$ cat src/rtl/sshift_pkg.sv
// Shared register layout and clock-source encoding for the serial shift unit.
// Assumes an 8-bit register port with three addressable registers.
package sshift_pkg;
    typedef enum logic [1:0] {
        SRC_STROBE = 2'b00,
        SRC_TIMER  = 2'b01,
        SRC_EXT    = 2'b10,
        SRC_OFF    = 2'b11
    } clk_src_e;

    localparam logic [1:0] ADDR_DATA = 2'd0;
    localparam logic [1:0] ADDR_STAT = 2'd1;
    localparam logic [1:0] ADDR_CTRL = 2'd2;

    localparam int STAT_START_BIT = 7;
    localparam int STAT_DONE_BIT  = 6;

    typedef struct packed {
        logic     start_ie;
        logic     done_ie;
        logic     two_wire;
        clk_src_e src;
        logic     spare;
        logic     hold_en;
        logic     strobe;
    } ctrl_t;
endpackage

$ cat src/rtl/sshift_pin_sync.sv
// Multi-flop synchroniser for asynchronous pin levels, with the previous synced
// value exposed for edge detection. Assumes pins are quasi-static relative to clk.
module sshift_pin_sync #(
    parameter int WIDTH  = 2,
    parameter int STAGES = 2
) (
    input  logic             clk,
    input  logic             rst_n,
    input  logic [WIDTH-1:0] pin_i,
    output logic [WIDTH-1:0] sync_o,
    output logic [WIDTH-1:0] prev_o
);
    logic [WIDTH-1:0] pipe [0:STAGES];

    // Shift pin levels through the synchroniser chain plus one history stage.
    always_ff @(posedge clk) begin
        if (!rst_n) begin
            for (int i = 0; i <= STAGES; i++) pipe[i] <= '0;
        end else begin
            pipe[0] <= pin_i;
            for (int i = 1; i <= STAGES; i++) pipe[i] <= pipe[i-1];
        end
    end

    assign sync_o = pipe[STAGES-1];
    assign prev_o = pipe[STAGES];
endmodule

$ cat src/rtl/sshift_edge_ctr.sv
// Clock-edge counter: advances once per serial edge, loads from software,
// and flags the step that wraps it back to zero. Load takes priority over a step.
module sshift_edge_ctr #(
    parameter int CNT_W = 4
) (
    input  logic             clk,
    input  logic             rst_n,
    input  logic             step_i,
    input  logic             load_i,
    input  logic [CNT_W-1:0] load_val_i,
    output logic [CNT_W-1:0] cnt_o,
    output logic             wrap_o
);
    localparam logic [CNT_W-1:0] CNT_MAX = '1;

    // Count serial edges or take a software preload.
    always_ff @(posedge clk) begin
        if (!rst_n)      cnt_o <= '0;
        else if (load_i) cnt_o <= load_val_i;
        else if (step_i) cnt_o <= cnt_o + 1'b1;
    end

    assign wrap_o = step_i && !load_i && (cnt_o == CNT_MAX);
endmodule

$ cat src/rtl/sshift_shifter.sv
// Data shift register with output latch. Samples din on rising-edge events,
// and the latch follows the MSB only while the serial clock level is low.
module sshift_shifter #(
    parameter int DATA_W = 8
) (
    input  logic              clk,
    input  logic              rst_n,
    input  logic              wr_i,
    input  logic [DATA_W-1:0] wdata_i,
    input  logic              sample_i,
    input  logic              din_i,
    input  logic              lvl_low_i,
    output logic [DATA_W-1:0] sr_o,
    output logic              lat_o
);
    logic [DATA_W-1:0] sr_nxt;

    // Next shift-register value: software write wins over a sample.
    always_comb begin
        if (wr_i)          sr_nxt = wdata_i;
        else if (sample_i) sr_nxt = {sr_o[DATA_W-2:0], din_i};
        else               sr_nxt = sr_o;
    end

    // Hold shift data and the transparent-while-low output latch.
    always_ff @(posedge clk) begin
        if (!rst_n) begin
            sr_o  <= '0;
            lat_o <= 1'b0;
        end else begin
            sr_o <= sr_nxt;
            if (lvl_low_i) lat_o <= sr_nxt[DATA_W-1];
        end
    end
endmodule

$ cat src/rtl/sshift_unit.sv
// Universal serial shift unit top: register port, clock-source selection,
// wire-mode pin routing, start detection, clock hold and interrupts.
// Assumes sck_in/sdi_in are asynchronous and pass the internal synchroniser.
module sshift_unit
    import sshift_pkg::*;
#(
    parameter int DATA_W      = 8,
    parameter int CNT_W       = 4,
    parameter int SYNC_STAGES = 2
) (
    input  logic              clk,
    input  logic              rst_n,
    input  logic              reg_we,
    input  logic [1:0]        reg_addr,
    input  logic [DATA_W-1:0] reg_wdata,
    output logic [DATA_W-1:0] reg_rdata,
    input  logic              sdi_in,
    input  logic              sck_in,
    input  logic              tmr_match,
    output logic              do_out,
    output logic              sck_out,
    output logic              sda_low,
    output logic              scl_low,
    output logic              irq_start,
    output logic              irq_done
);
    localparam int STAT_PAD = DATA_W - 2 - CNT_W;

    ctrl_t             ctrl_q, ctrl_wr;
    logic              sck_q, sck_q_nxt;
    logic              start_f, done_f;
    logic [1:0]        pin_sync, pin_prev;
    logic              sck_s, sck_p, sda_s, sda_p;
    logic              wr_data, wr_stat, wr_ctrl;
    logic              tog, ext_clk, int_clk, ev_rise, ev_fall, ev_any, lvl_low;
    logic              start_ev, wrap, hold, lat;
    logic [CNT_W-1:0]  cnt;
    logic [DATA_W-1:0] sr;

    assign wr_data = reg_we && (reg_addr == ADDR_DATA);
    assign wr_stat = reg_we && (reg_addr == ADDR_STAT);
    assign wr_ctrl = reg_we && (reg_addr == ADDR_CTRL);
    assign ctrl_wr = ctrl_t'(reg_wdata);

    sshift_pin_sync #(.WIDTH(2), .STAGES(SYNC_STAGES)) sync_i (
        .clk(clk), .rst_n(rst_n), .pin_i({sck_in, sdi_in}),
        .sync_o(pin_sync), .prev_o(pin_prev)
    );
    assign {sck_s, sda_s} = pin_sync;
    assign {sck_p, sda_p} = pin_prev;

    // Decide whether an internally generated clock toggle happens this cycle.
    always_comb begin
        tog = 1'b0;
        if (wr_ctrl && ctrl_wr.strobe && ctrl_wr.src == SRC_STROBE) tog = 1'b1;
        if (tmr_match && ctrl_q.src == SRC_TIMER)                    tog = 1'b1;
    end

    assign ext_clk   = (ctrl_q.src == SRC_EXT);
    assign int_clk   = (ctrl_q.src == SRC_STROBE) || (ctrl_q.src == SRC_TIMER);
    assign sck_q_nxt = tog ? ~sck_q : sck_q;
    assign ev_rise   = ext_clk ? (sck_s && !sck_p) : (tog && !sck_q);
    assign ev_fall   = ext_clk ? (!sck_s && sck_p) : (tog && sck_q);
    assign ev_any    = ev_rise || ev_fall;
    assign lvl_low   = ext_clk ? !sck_s : !sck_q_nxt;
    assign start_ev  = ctrl_q.two_wire && sda_p && !sda_s && sck_s;

    sshift_edge_ctr #(.CNT_W(CNT_W)) ctr_i (
        .clk(clk), .rst_n(rst_n), .step_i(ev_any), .load_i(wr_stat),
        .load_val_i(reg_wdata[CNT_W-1:0]), .cnt_o(cnt), .wrap_o(wrap)
    );

    sshift_shifter #(.DATA_W(DATA_W)) shf_i (
        .clk(clk), .rst_n(rst_n), .wr_i(wr_data), .wdata_i(reg_wdata),
        .sample_i(ev_rise), .din_i(sda_s), .lvl_low_i(lvl_low),
        .sr_o(sr), .lat_o(lat)
    );

    // Control register and internal clock level.
    always_ff @(posedge clk) begin
        if (!rst_n) begin
            ctrl_q <= '0;
            sck_q  <= 1'b0;
        end else begin
            if (wr_ctrl) begin
                ctrl_q        <= ctrl_wr;
                ctrl_q.strobe <= 1'b0;
            end
            sck_q <= sck_q_nxt;
        end
    end

    // Sticky flags: hardware set wins over a write-one clear.
    always_ff @(posedge clk) begin
        if (!rst_n) begin
            start_f <= 1'b0;
            done_f  <= 1'b0;
        end else begin
            start_f <= start_ev || (start_f && !(wr_stat && reg_wdata[STAT_START_BIT]));
            done_f  <= wrap     || (done_f  && !(wr_stat && reg_wdata[STAT_DONE_BIT]));
        end
    end

    // Register read multiplexer.
    always_comb begin
        unique case (reg_addr)
            ADDR_DATA: reg_rdata = sr;
            ADDR_STAT: reg_rdata = {start_f, done_f, {STAT_PAD{1'b0}}, cnt};
            ADDR_CTRL: reg_rdata = ctrl_q;
            default:   reg_rdata = '0;
        endcase
    end

    assign hold      = ctrl_q.hold_en && (start_f || done_f);
    assign do_out    = !ctrl_q.two_wire && lat;
    assign sck_out   = !ctrl_q.two_wire && int_clk && sck_q;
    assign sda_low   = ctrl_q.two_wire && !lat;
    assign scl_low   = ctrl_q.two_wire && (hold || (int_clk && !sck_q));
    assign irq_start = start_f && ctrl_q.start_ie;
    assign irq_done  = done_f && ctrl_q.done_ie;
endmodule

$ cat config.mk
export PLATFORM = sky130hd
export DESIGN_NAME = sshift_unit
export DESIGN_NICKNAME = d
export VERILOG_FILES = /design/src/rtl/sshift_pkg.sv /design/src/rtl/sshift_pin_sync.sv /design/src/rtl/sshift_edge_ctr.sv /design/src/rtl/sshift_shifter.sv /design/src/rtl/sshift_unit.sv
export SDC_FILE = /design/constraint.sdc
export NUM_CORES = 1
export LEC_CHECK = 0
export BUFFER_PORTS_ARGS = -buffer_cell sky130_fd_sc_hd__buf_2
export CAP_MARGIN = 20
export CELL_PAD_IN_SITES_DETAIL_PLACEMENT = 0
export CELL_PAD_IN_SITES_GLOBAL_PLACEMENT = 1
export CORE_UTILIZATION = 43
export CTS_CLUSTER_SIZE = 20
export DETAILED_ROUTE_END_ITERATION = 8
export GPL_ROUTABILITY_DRIVEN = 1
export PLACE_DENSITY = 0.92
export SLEW_MARGIN = 10
export SYNTH_ARGS = -nofsm -noshare
export SYNTH_HDL_FRONTEND = slang
export SYNTH_SLANG_ARGS = --single-unit
$ cat constraint.sdc
create_clock -name clk -period 4.8 [get_ports clk]
set_clock_uncertainty 0.2 [all_clocks]
set_input_delay 0.24 -clock clk [delete_from_list [all_inputs] [get_ports clk]]
set_output_delay 0.24 -clock clk [all_outputs]
set_load 0.01 [all_outputs]
==> impl_metrics.csv, run 1 <==
group,metric,value,unit
clock_tree,cts_setup_buffers,0,
clock_tree,clockBufferDepth,2,
critical_path,rr_endpoint,"ctr_i.cnt_o[1]",
logic_synthesis,syn-cell-area,0.00148,mm2
sta,rsz0062_at_grt,"no",
place,post-dp-hpwl,2540,um
grt,gr-total-overflow,0,
pwr,leakage,0.797,nW
critical_path,ff2ff_setup_slack,2.83,ns
logic_synthesis,syn_avg_cell_area,8.79,um2
layout,areaGrowthSynthToFinish,20.8,%
grt,grt_start_max_net_pins,30,
clock_tree,clk_pin_slew,0.09,ns
sta,finalCriticalPeriod,2.75,ns
pwr,ir_drop,0.138,mV
pwr,power.total,0.482,mW
routing,drc,0,
sta,tns,0,ns
floorplan,io_pins,30,
critical_path,startpoint_type,"input port",
logic_synthesis,synth_edf_count,0,
logic_synthesis,synthCells,168,
clock_tree,cts_resized,0,
layout,final_cell_mix,"dfxtp_1 (29), buf_2 (29), nand2_1 (19)",
grt,antenna_found_initial,0,
place,gp_congestion,0.874,
routing,drt_first_pass_iters,4,
critical_path,reg2regPathDepth,7,
clock_tree,clockRootBuffer,"clkbuf_4",
clock_tree,cts_tree,"done",
place,portBuffers,29,
sta,worst_pin_slew,0.776,ns
logic_synthesis,async_flop_share,0,%
run,cap_violations,0,
logic_synthesis,synth_nets,187,
logic_synthesis,yosys_warnings,0,
layout,final_core_util,56.5,%
floorplan,start_util,46.8,%
sta,slew_viol_final,0,
worst_hold_path,hp-start,"reg_wdata[0]",
sta,setup_violations,0,
place,place_area,0.00164,mm2
critical_path,required,4.83,ns
sta,slew_headroom,48.2,%
critical_path,cp_max_fo,13,
critical_path,crit_type,"in2reg",
critical_path,endpoint_kind,"flip-flop",
pwr,power_density,271,mW/mm2
routing,drt-initial-drc-count,39,
clock_tree,clock_latency,0.34,ns
layout,multi_input_area,853,um2
logic_synthesis,ys_ff_latch,29,
logic_synthesis,yosysSeqAreaShare,39.3,%
layout,drive_gt1_share,18.6,%
sta,setup_slack,2.05,ns
sta,fmax,363,MHz
routing,vias_per_cell,5.33,
worst_hold_path,whs_path_depth,3,
routing,routed_wl,3570,um
floorplan,die_h,60.6,um
grt,grt_usage,22.1,%
clock_tree,h-tree-depth,2,
floorplan,rows,20,
worst_hold_path,hp-class,"in2reg",
critical_path,r2r-start,"ctrl_q[3]",
place,pre_cts_ws,1.74,ns
layout,design_area,0.00178,mm2
logic_synthesis,synth-main-ff-cell,"dfxtp_1",
clock_tree,cts_hold_buffers,9,
layout,n_fill_cell,306,
floorplan,die_w,60.6,um
floorplan,dieArea,0.00367,mm2
routing,vias,1322,
sta,min_period_over_period,57.4,%
routing,wl_per_cell,14.4,um
routing,drtAntennaViolNets,0,
status,status,"completed",
layout,diodes,0,
layout,regArea,581,um2
clock_tree,numCtsBuffers,5,
sta,final_hold_viol_count,0,
worst_hold_path,hold_end,"shf_i.sr_o[0]",
critical_path,cp.arrival,2.78,ns
layout,nets,223,
logic_synthesis,synth_cell_type_count,33,
clock_tree,clock-sinks,29,
floorplan,coreArea,0.00315,mm2
grt,grt_first_pass_wirelength,5780,um
grt,grt_pass1_vias,1245,
-- how the worst max path moves through the flow --
| stage | from | end | slack (ns) | cells after the start |
|---|---|---|---|---|
| after CTS | reg_addr[1] | ctr_i.cnt_o[1] | 2.06 | 9 |
| after detailed placement | reg_addr[1] | ctr_i.cnt_o[1] | 1.74 | 9 |
| after global routing | reg_addr[1] | ctr_i.cnt_o[1] | 1.86 | 9 |
| final | reg_addr[1] | ctr_i.cnt_o[1] | 2.05 | 9 |
| after global placement | reg_addr[1] | ctr_i.cnt_o[1] | 1.94 | 9 |
| after floorplan | reg_addr[1] | ctr_i.cnt_o[1] | 2.65 | 9 |
-- sequential cells by signal (all words and copies together) (netlist names) --
register and cells:
sck_q 1, done_f 1, sync_i.pipe 6, shf_i.lat_o 1
ctr_i.cnt_o 4, ctrl_q 7, start_f 1, shf_i.sr_o 8
-- kinds of logic after synthesis --
kind of cell / count (synthesis) / share of synthesized area, %
compound gates: 43 / 17.5
xor+xnor: 2 / 1.19
simple gates: 63 / 23.5
mux: 18 / 13.1
fa+ha+maj: 3 / 2.54
flops: 29 / 39.3
buf+inv: 10 / 2.88
-- per-stage QoR --
stage	hold slack, ns	cells
global route	0.0533	248
detailed placement	0.225	232
floorplan	0.167	168
CTS	0.0194	248
finish	0.0255	248
global placement	0.213	232
-- cell type report --
class	count	area share [%]
timing repair buffer	38	13.2
clock buffer	7	3.09
tap	44	3.09
multi-input combinational	129	47.9
sequential	29	32.6
inverter	1	0.211
-- routing by layer --
| layer | part of all wire [%] | vias up | track usage [%] |
|---|---|---|---|
| li1 | - | 668 | - |
| met1 | 47 | 617 | 28.6 |
| met2 | 47 | 30 | 34.2 |
| met3 | 4.2 | 7 | 3.84 |
| met4 | 1.9 | 0 | 13.6 |
| met5 | 0 | - | 0 |
-- synthesized netlist by cell type, types with 4 or more instances --
master	n	area (um2)
o21ai_0	15	75.1
o21ai_1	4	20.0
nor2b_1	5	31.3
nand2_1	19	71.3
mux2i_1	17	170
dfxtp_1	29	581
and2_1	9	56.3
nand3_1	7	35.0
a21oi_1	10	50.1
buf_2	4	20.0
a21boi_1	7	52.6
clkbuf_1	5	18.8
nor2_1	7	26.3
-- critical path: stages --
cell	delay, ns
buf_2	0.22
nor2b_1	0.67
nand2_1	0.38
o22ai_1	0.34
ha_1	0.28
nor2_1	0.10
mux2i_4	0.25
mux2i_1	0.23
a21oi_1	0.08
-- power breakdown --
group	switching, mW	total [mW]	leakage [nW]	internal, mW
logic	0.0351	0.0665	0.528	0.0314
registers	0.00940	0.261	0.237	0.251
clock network	0.0863	0.155	0.0314	0.0690
Note: power is estimated with default switching activity, not from simulation.
==> run 2: changes to the inputs <==
--- a/config.mk
+++ b/config.mk
@@ -9,11 +9,11 @@
 export CAP_MARGIN = 20
 export CELL_PAD_IN_SITES_DETAIL_PLACEMENT = 0
 export CELL_PAD_IN_SITES_GLOBAL_PLACEMENT = 1
-export CORE_UTILIZATION = 43
+export CORE_UTILIZATION = 40
 export CTS_CLUSTER_SIZE = 20
 export DETAILED_ROUTE_END_ITERATION = 8
 export GPL_ROUTABILITY_DRIVEN = 1
-export PLACE_DENSITY = 0.92
+export PLACE_DENSITY = 0.87
 export SLEW_MARGIN = 10
 export SYNTH_ARGS = -nofsm -noshare
 export SYNTH_HDL_FRONTEND = slang
==> constraint.sdc (replaced) <==
create_clock -name clk -period 2.8 [get_ports clk]
set_clock_uncertainty 0.2 [all_clocks]
set_input_delay 0.14 -clock clk [delete_from_list [all_inputs] [get_ports clk]]
set_output_delay 0.14 -clock clk [all_outputs]
set_load 0.01 [all_outputs]
==> impl_metrics.csv, run 2 (synthesized netlist as in run 1, its figures left out) <==
group,metric,value,unit
status,status,"completed",
critical_path,required,2.76,ns
clock_tree,clockRootBuffer,"clkbuf_8",
pwr,p_int,0.658,mW
sta,worst_pin_slew,0.486,ns
place,post-dp-hpwl,2560,um
sta,slew_headroom,67.6,%
pwr,swShare,26.3,%
routing,drt-initial-drc-count,87,
routing,routed_wl,3550,um
layout,stdcell_count,253,
grt,antenna_found_initial,0,
sta,tns,0,ns
clock_tree,cts_resized,0,
clock_tree,clock-sinks,29,
floorplan,die_w,62.8,um
sta,min_period_over_period,76.2,%
critical_path,critPathBufInv,2,
layout,multi_input_area,853,um2
pwr,combPwrFrac,13.0,%
grt,grt_first_pass_wirelength,6180,um
floorplan,rows,21,
critical_path,startpoint,"reg_wdata[3]",
clock_tree,h-tree-depth,2,
critical_path,cpMostUsedCell,"nor2_1",
clock_tree,cts_tree,"done",
routing,drc,0,
layout,final_cell_mix,"dfxtp_1 (29), buf_2 (29), nand2_1 (19)",
routing,vias,1357,
pwr,leakage,0.818,nW
routing,drt_first_pass_iters,4,
pwr,seqPwrFrac,50.2,%
critical_path,r2r-start,"ctrl_q[4]",
routing,vias_per_cell,5.36,
pwr,p_clk_share,36.8,%
clock_tree,clock_latency,0.28,ns
sta,finalCriticalPeriod,2.13,ns
sta,rsz0062_at_grt,"no",
critical_path,cp.arrival,2.09,ns
sta,setup_violations,0,
clock_tree,cts_setup_buffers,0,
pwr,ir_drop,0.251,mV
critical_path,cpPeakStageDelay,0.53,ns
grt,grt_pass1_vias,1345,
critical_path,endpoint_kind,"flip-flop",
sta,final_hold_viol_count,0,
grt,grt_usage,20.1,%
worst_hold_path,hp-start,"reg_we",
layout,regArea,581,um2
layout,n_fill_cell,340,
critical_path,critical_path.top_delay_family,"buffers and inverters",
sta,slew_viol_final,0,
layout,largest_reg_flops,8,
floorplan,io_pins,30,
run,cap_violations,0,
pwr,p_switching,0.234,mW
place,numPlacedInstances,235,
floorplan,dieArea,0.00394,mm2
layout,drive_gt1_share,19.8,%
critical_path,startpoint_type,"input port",
grt,gr-total-overflow,0,
critical_path,crit_type,"in2reg",
floorplan,coreArea,0.00344,mm2
grt,grt_start_max_net_pins,30,
pwr,power_density,486,mW/mm2
clock_tree,clockBufferDepth,2,
layout,regMostFlops,"shf_i.sr_o",
critical_path,cp_max_fo,7,
layout,top_regs,"shf_i.sr_o (8), ctrl_q (7), sync_i.pipe (6)",
routing,wl_per_cell,14.0,um
floorplan,die_h,62.8,um
sta,fmax,468,MHz
worst_hold_path,hp-class,"in2reg",
layout,nets,225,
layout,areaGrowthSynthToFinish,24.2,%
critical_path,crit_path_top_delay_cell,"dlygate4sd3_1",
layout,diodes,0,
clock_tree,clk_pin_slew,0.06,ns
critical_path,cp_cell_sequence,"dlygate4sd3_1 -> buf_2 -> nor2_1 -> nand2_1 -> o22ai_1 -> ha_1 -> nor2_1 -> mux2i_4 -> mux2i_1 -> a21oi_1",
place,gp_congestion,0.893,
clock_tree,numCtsBuffers,5,
floorplan,start_util,42.9,%
routing,drtAntennaViolNets,0,
place,portBuffers,29,
## run 2: cell count changes in the layout (fill, tap and decap cells not counted)
cell	change
buf_4	+1
clkbuf_1	-1
clkbuf_4	-5
clkbuf_8	+4
clkinv_2	+2
clkinvlp_4	+1
dlygate4sd3_1	+1
## run 2: repair_timing
action | in CTS | in global routing
setup endpoints to repair | 0 | 0
hold endpoints to repair | 18 | 0
hold buffers | 10 | 0
## run 2: stage by stage
step	hold WS (ns)	setup slack [ns]	util (%)	total power, mW	cell area [um2]
finish	0.0236	0.665	53.3	0.892	1830
global placement	0.145	0.657	47.9	0.558	1650
CTS	0.0173	0.680	53.3	0.900	1830
detailed placement	0.155	0.556	47.9	0.561	1650
floorplan	0.0673	0.753	-	0.524	1480
global route	0.0395	0.518	53.3	0.942	1830
## run 2: layout make-up
| type | instances | share of cell area [%] |
|---|---|---|
| timing repair buffer | 40 | 13.8 |
| multi-input combinational | 129 | 46.5 |
| clock buffer | 5 | 3.75 |
| tap | 46 | 3.14 |
| clock inverter | 3 | 0.955 |
| sequential | 29 | 31.7 |
| inverter | 1 | 0.205 |
## run 2: worst register-to-register path: stages (launching register included)
cell and delay, ns:
dfxtp_1 0.49, o22ai_1 0.15, ha_1 0.25, a21oi_4 0.33
mux2i_1 0.29, o31ai_1 0.11
## run 2: path summary, 6_finish.rpt
kind / endpoint / slack (ns) / cells past startpoint
worst max-delay path: ctr_i.cnt_o[1] / 0.67 / 10
worst min-delay path: ctrl_q[2] / 0.02 / 3
worst max register to register: shf_i.lat_o / 0.86 / 5
worst min register to register: sync_i.pipe[0][3] / 0.23 / 1
## run 2: power groups by stage
stage,Clock (mW),Sequential (mW),Combinational [mW]
3_5_place_dp,0,0.456,0.105
3_3_place_gp,0,0.456,0.102
6_report,0.328,0.448,0.116
5_1_grt,0.364,0.450,0.129
2_1_floorplan,0,0.451,0.0730
4_1_cts,0.337,0.447,0.116
## run 2: routing by layer
metal / track usage (%) / routed length, um / vias up
li1: - / - / 673
met1: 23.6 / 1530 / 621
met2: 32.2 / 1680 / 52
met3: 6.93 / 238 / 11
met4: 10.5 / 93 / 0
met5: 0 / 0 / -
==> run 3: changes to the inputs <==
==> constraint.sdc (replaced) <==
create_clock -name clk -period 2.2 [get_ports clk]
set_clock_uncertainty 0.2 [all_clocks]
set_input_delay 0.11 -clock clk [delete_from_list [all_inputs] [get_ports clk]]
set_output_delay 0.11 -clock clk [all_outputs]
set_load 0.01 [all_outputs]
==> impl_metrics.csv, run 3 (synthesized netlist as in run 1, its figures left out) <==
group,metric,value,unit
grt,grt_start_max_net_pins,30,
pwr,power_density,643,mW/mm2
place,portBuffers,29,
layout,drive_gt1_share,22.2,%
sta,fmax,480,MHz
sta,min_period_over_period,94.7,%
grt,grt_usage,20.9,%
place,pre_cts_ws,0.264,ns
clock_tree,numCtsBuffers,5,
sta,worst_pin_slew,0.428,ns
clock_tree,cts_tree,"done",
layout,areaGrowthSynthToFinish,28.0,%
worst_hold_path,hp-start,"reg_we",
place,post-dp-hpwl,2610,um
critical_path,cp.arrival,2.04,ns
status,status,"completed",
sta,setup_slack,0.116,ns
clock_tree,clockBufferDepth,2,
grt,antenna_found_initial,0,
routing,wl_per_cell,14.7,um
floorplan,die_w,62.8,um
clock_tree,clockRootBuffer,"clkbuf_8",
run,cap_violations,0,
clock_tree,clock-sinks,29,
grt,grt_pass1_vias,1301,
routing,drt-initial-drc-count,64,
layout,design_area,0.00189,mm2
place,gp_congestion,0.818,
layout,nets,230,
clock_tree,clock_latency,0.28,ns
sta,slew_viol_final,0,
layout,n_fill_cell,329,
routing,vias,1367,
routing,drt_first_pass_iters,4,
sta,fin_hold_ws,0.0792,ns
clock_tree,h-tree-depth,2,
sta,setup_violations,0,
clock_tree,cts_setup_buffers,0,
grt,grt_first_pass_wirelength,6200,um
layout,largest_reg_flops,8,
pwr,ir_drop,0.323,mV
floorplan,rows,21,
critical_path,required,2.16,ns
critical_path,startpoint,"reg_wdata[3]",
layout,final_cell_mix,"dfxtp_1 (29), buf_2 (29), nand2_1 (19)",
floorplan,die_h,62.8,um
pwr,leakage,0.851,nW
clock_tree,clk_pin_slew,0.07,ns
critical_path,crit_type,"in2reg",
place,place_area,0.00169,mm2
sta,final_hold_viol_count,0,
routing,vias_per_cell,5.30,
floorplan,coreArea,0.00344,mm2
sta,finalCriticalPeriod,2.08,ns
routing,drtAntennaViolNets,0,
layout,diodes,0,
critical_path,endpoint_kind,"flip-flop",
sta,slew_headroom,71.4,%
critical_path,cp_max_fo,7,
sta,tns,0,ns
critical_path,startpoint_type,"input port",
floorplan,io_pins,30,
layout,top_regs,"shf_i.sr_o (8), ctrl_q (7), sync_i.pipe (6)",
worst_hold_path,hp-class,"in2reg",
routing,routed_wl,3800,um
critical_path,r2r-start,"ctrl_q[4]",
floorplan,dieArea,0.00394,mm2
grt,gr-total-overflow,0,
layout,regMostFlops,"shf_i.sr_o",
routing,drc,0,
floorplan,start_util,42.9,%
## run 3: cell count changes in the layout (fill, tap and decap cells not counted), sizes merged
cell      delta
clkinv       -1
clkinvlp     -1
buf          +5
clkbuf       +2
## run 3: final timing paths
path,end,slack [ns],depth (start not counted)
setup / recovery,ctr_i.cnt_o[1],0.12,10
hold / removal,ctrl_q[2],0.08,4
setup reg to reg,shf_i.lat_o,0.27,5
hold reg to reg,sync_i.pipe[0][3],0.23,1
## run 3: routing by layer
metal / up-vias / global-route usage, % / wire [um]
met3: 9 / 5.66 / 189
met5: - / 0 / 0
met1: 632 / 24.2 / 1690
met4: 0 / 10.5 / 80
li1: 680 / - / -
met2: 46 / 35.2 / 1840
## run 3: stage by stage
step | total power, mW | std cells | utilization (%)
after detailed placement | 0.722 | 240 | 49.0
after global routing | 1.27 | 258 | 54.9
after CTS | 1.22 | 258 | 54.8
final | 1.22 | 258 | 54.9
after floorplan | 0.666 | 168 | -
after global placement | 0.718 | 240 | 49.0
## run 3: repair_timing
action                     4_1_cts  5_1_grt
hold buffers                    10        0
setup endpoints to repair        0        3
resized for setup                0        1
hold endpoints to repair        23        0
## run 3: cell type report
| class | instances | area (um2) | area share, % |
|---|---|---|---|
| clock inverter | 1 | 5.00 | 0.265 |
| sequential | 29 | 581 | 30.7 |
| inverter | 1 | 3.75 | 0.199 |
| timing repair buffer | 45 | 290 | 15.4 |
| clock buffer | 7 | 96.3 | 5.10 |
| multi-input combinational | 129 | 856 | 45.3 |
| tap | 46 | 57.6 | 3.05 |
## run 3: critical path: stages
cell,delay [ns]
dlygate4sd3_1,0.53
buf_2,0.15
nor2_1,0.09
nand2_1,0.08
o22ai_1,0.21
ha_2,0.25
nor2_1,0.07
mux2i_4,0.24
mux2i_1,0.21
a21oi_1,0.08
## run 3: report_power, final
group	internal (mW)	switching [mW]
clock network	0.282	0.207
logic	0.0765	0.0804
registers	0.549	0.0206
total	0.907	0.308
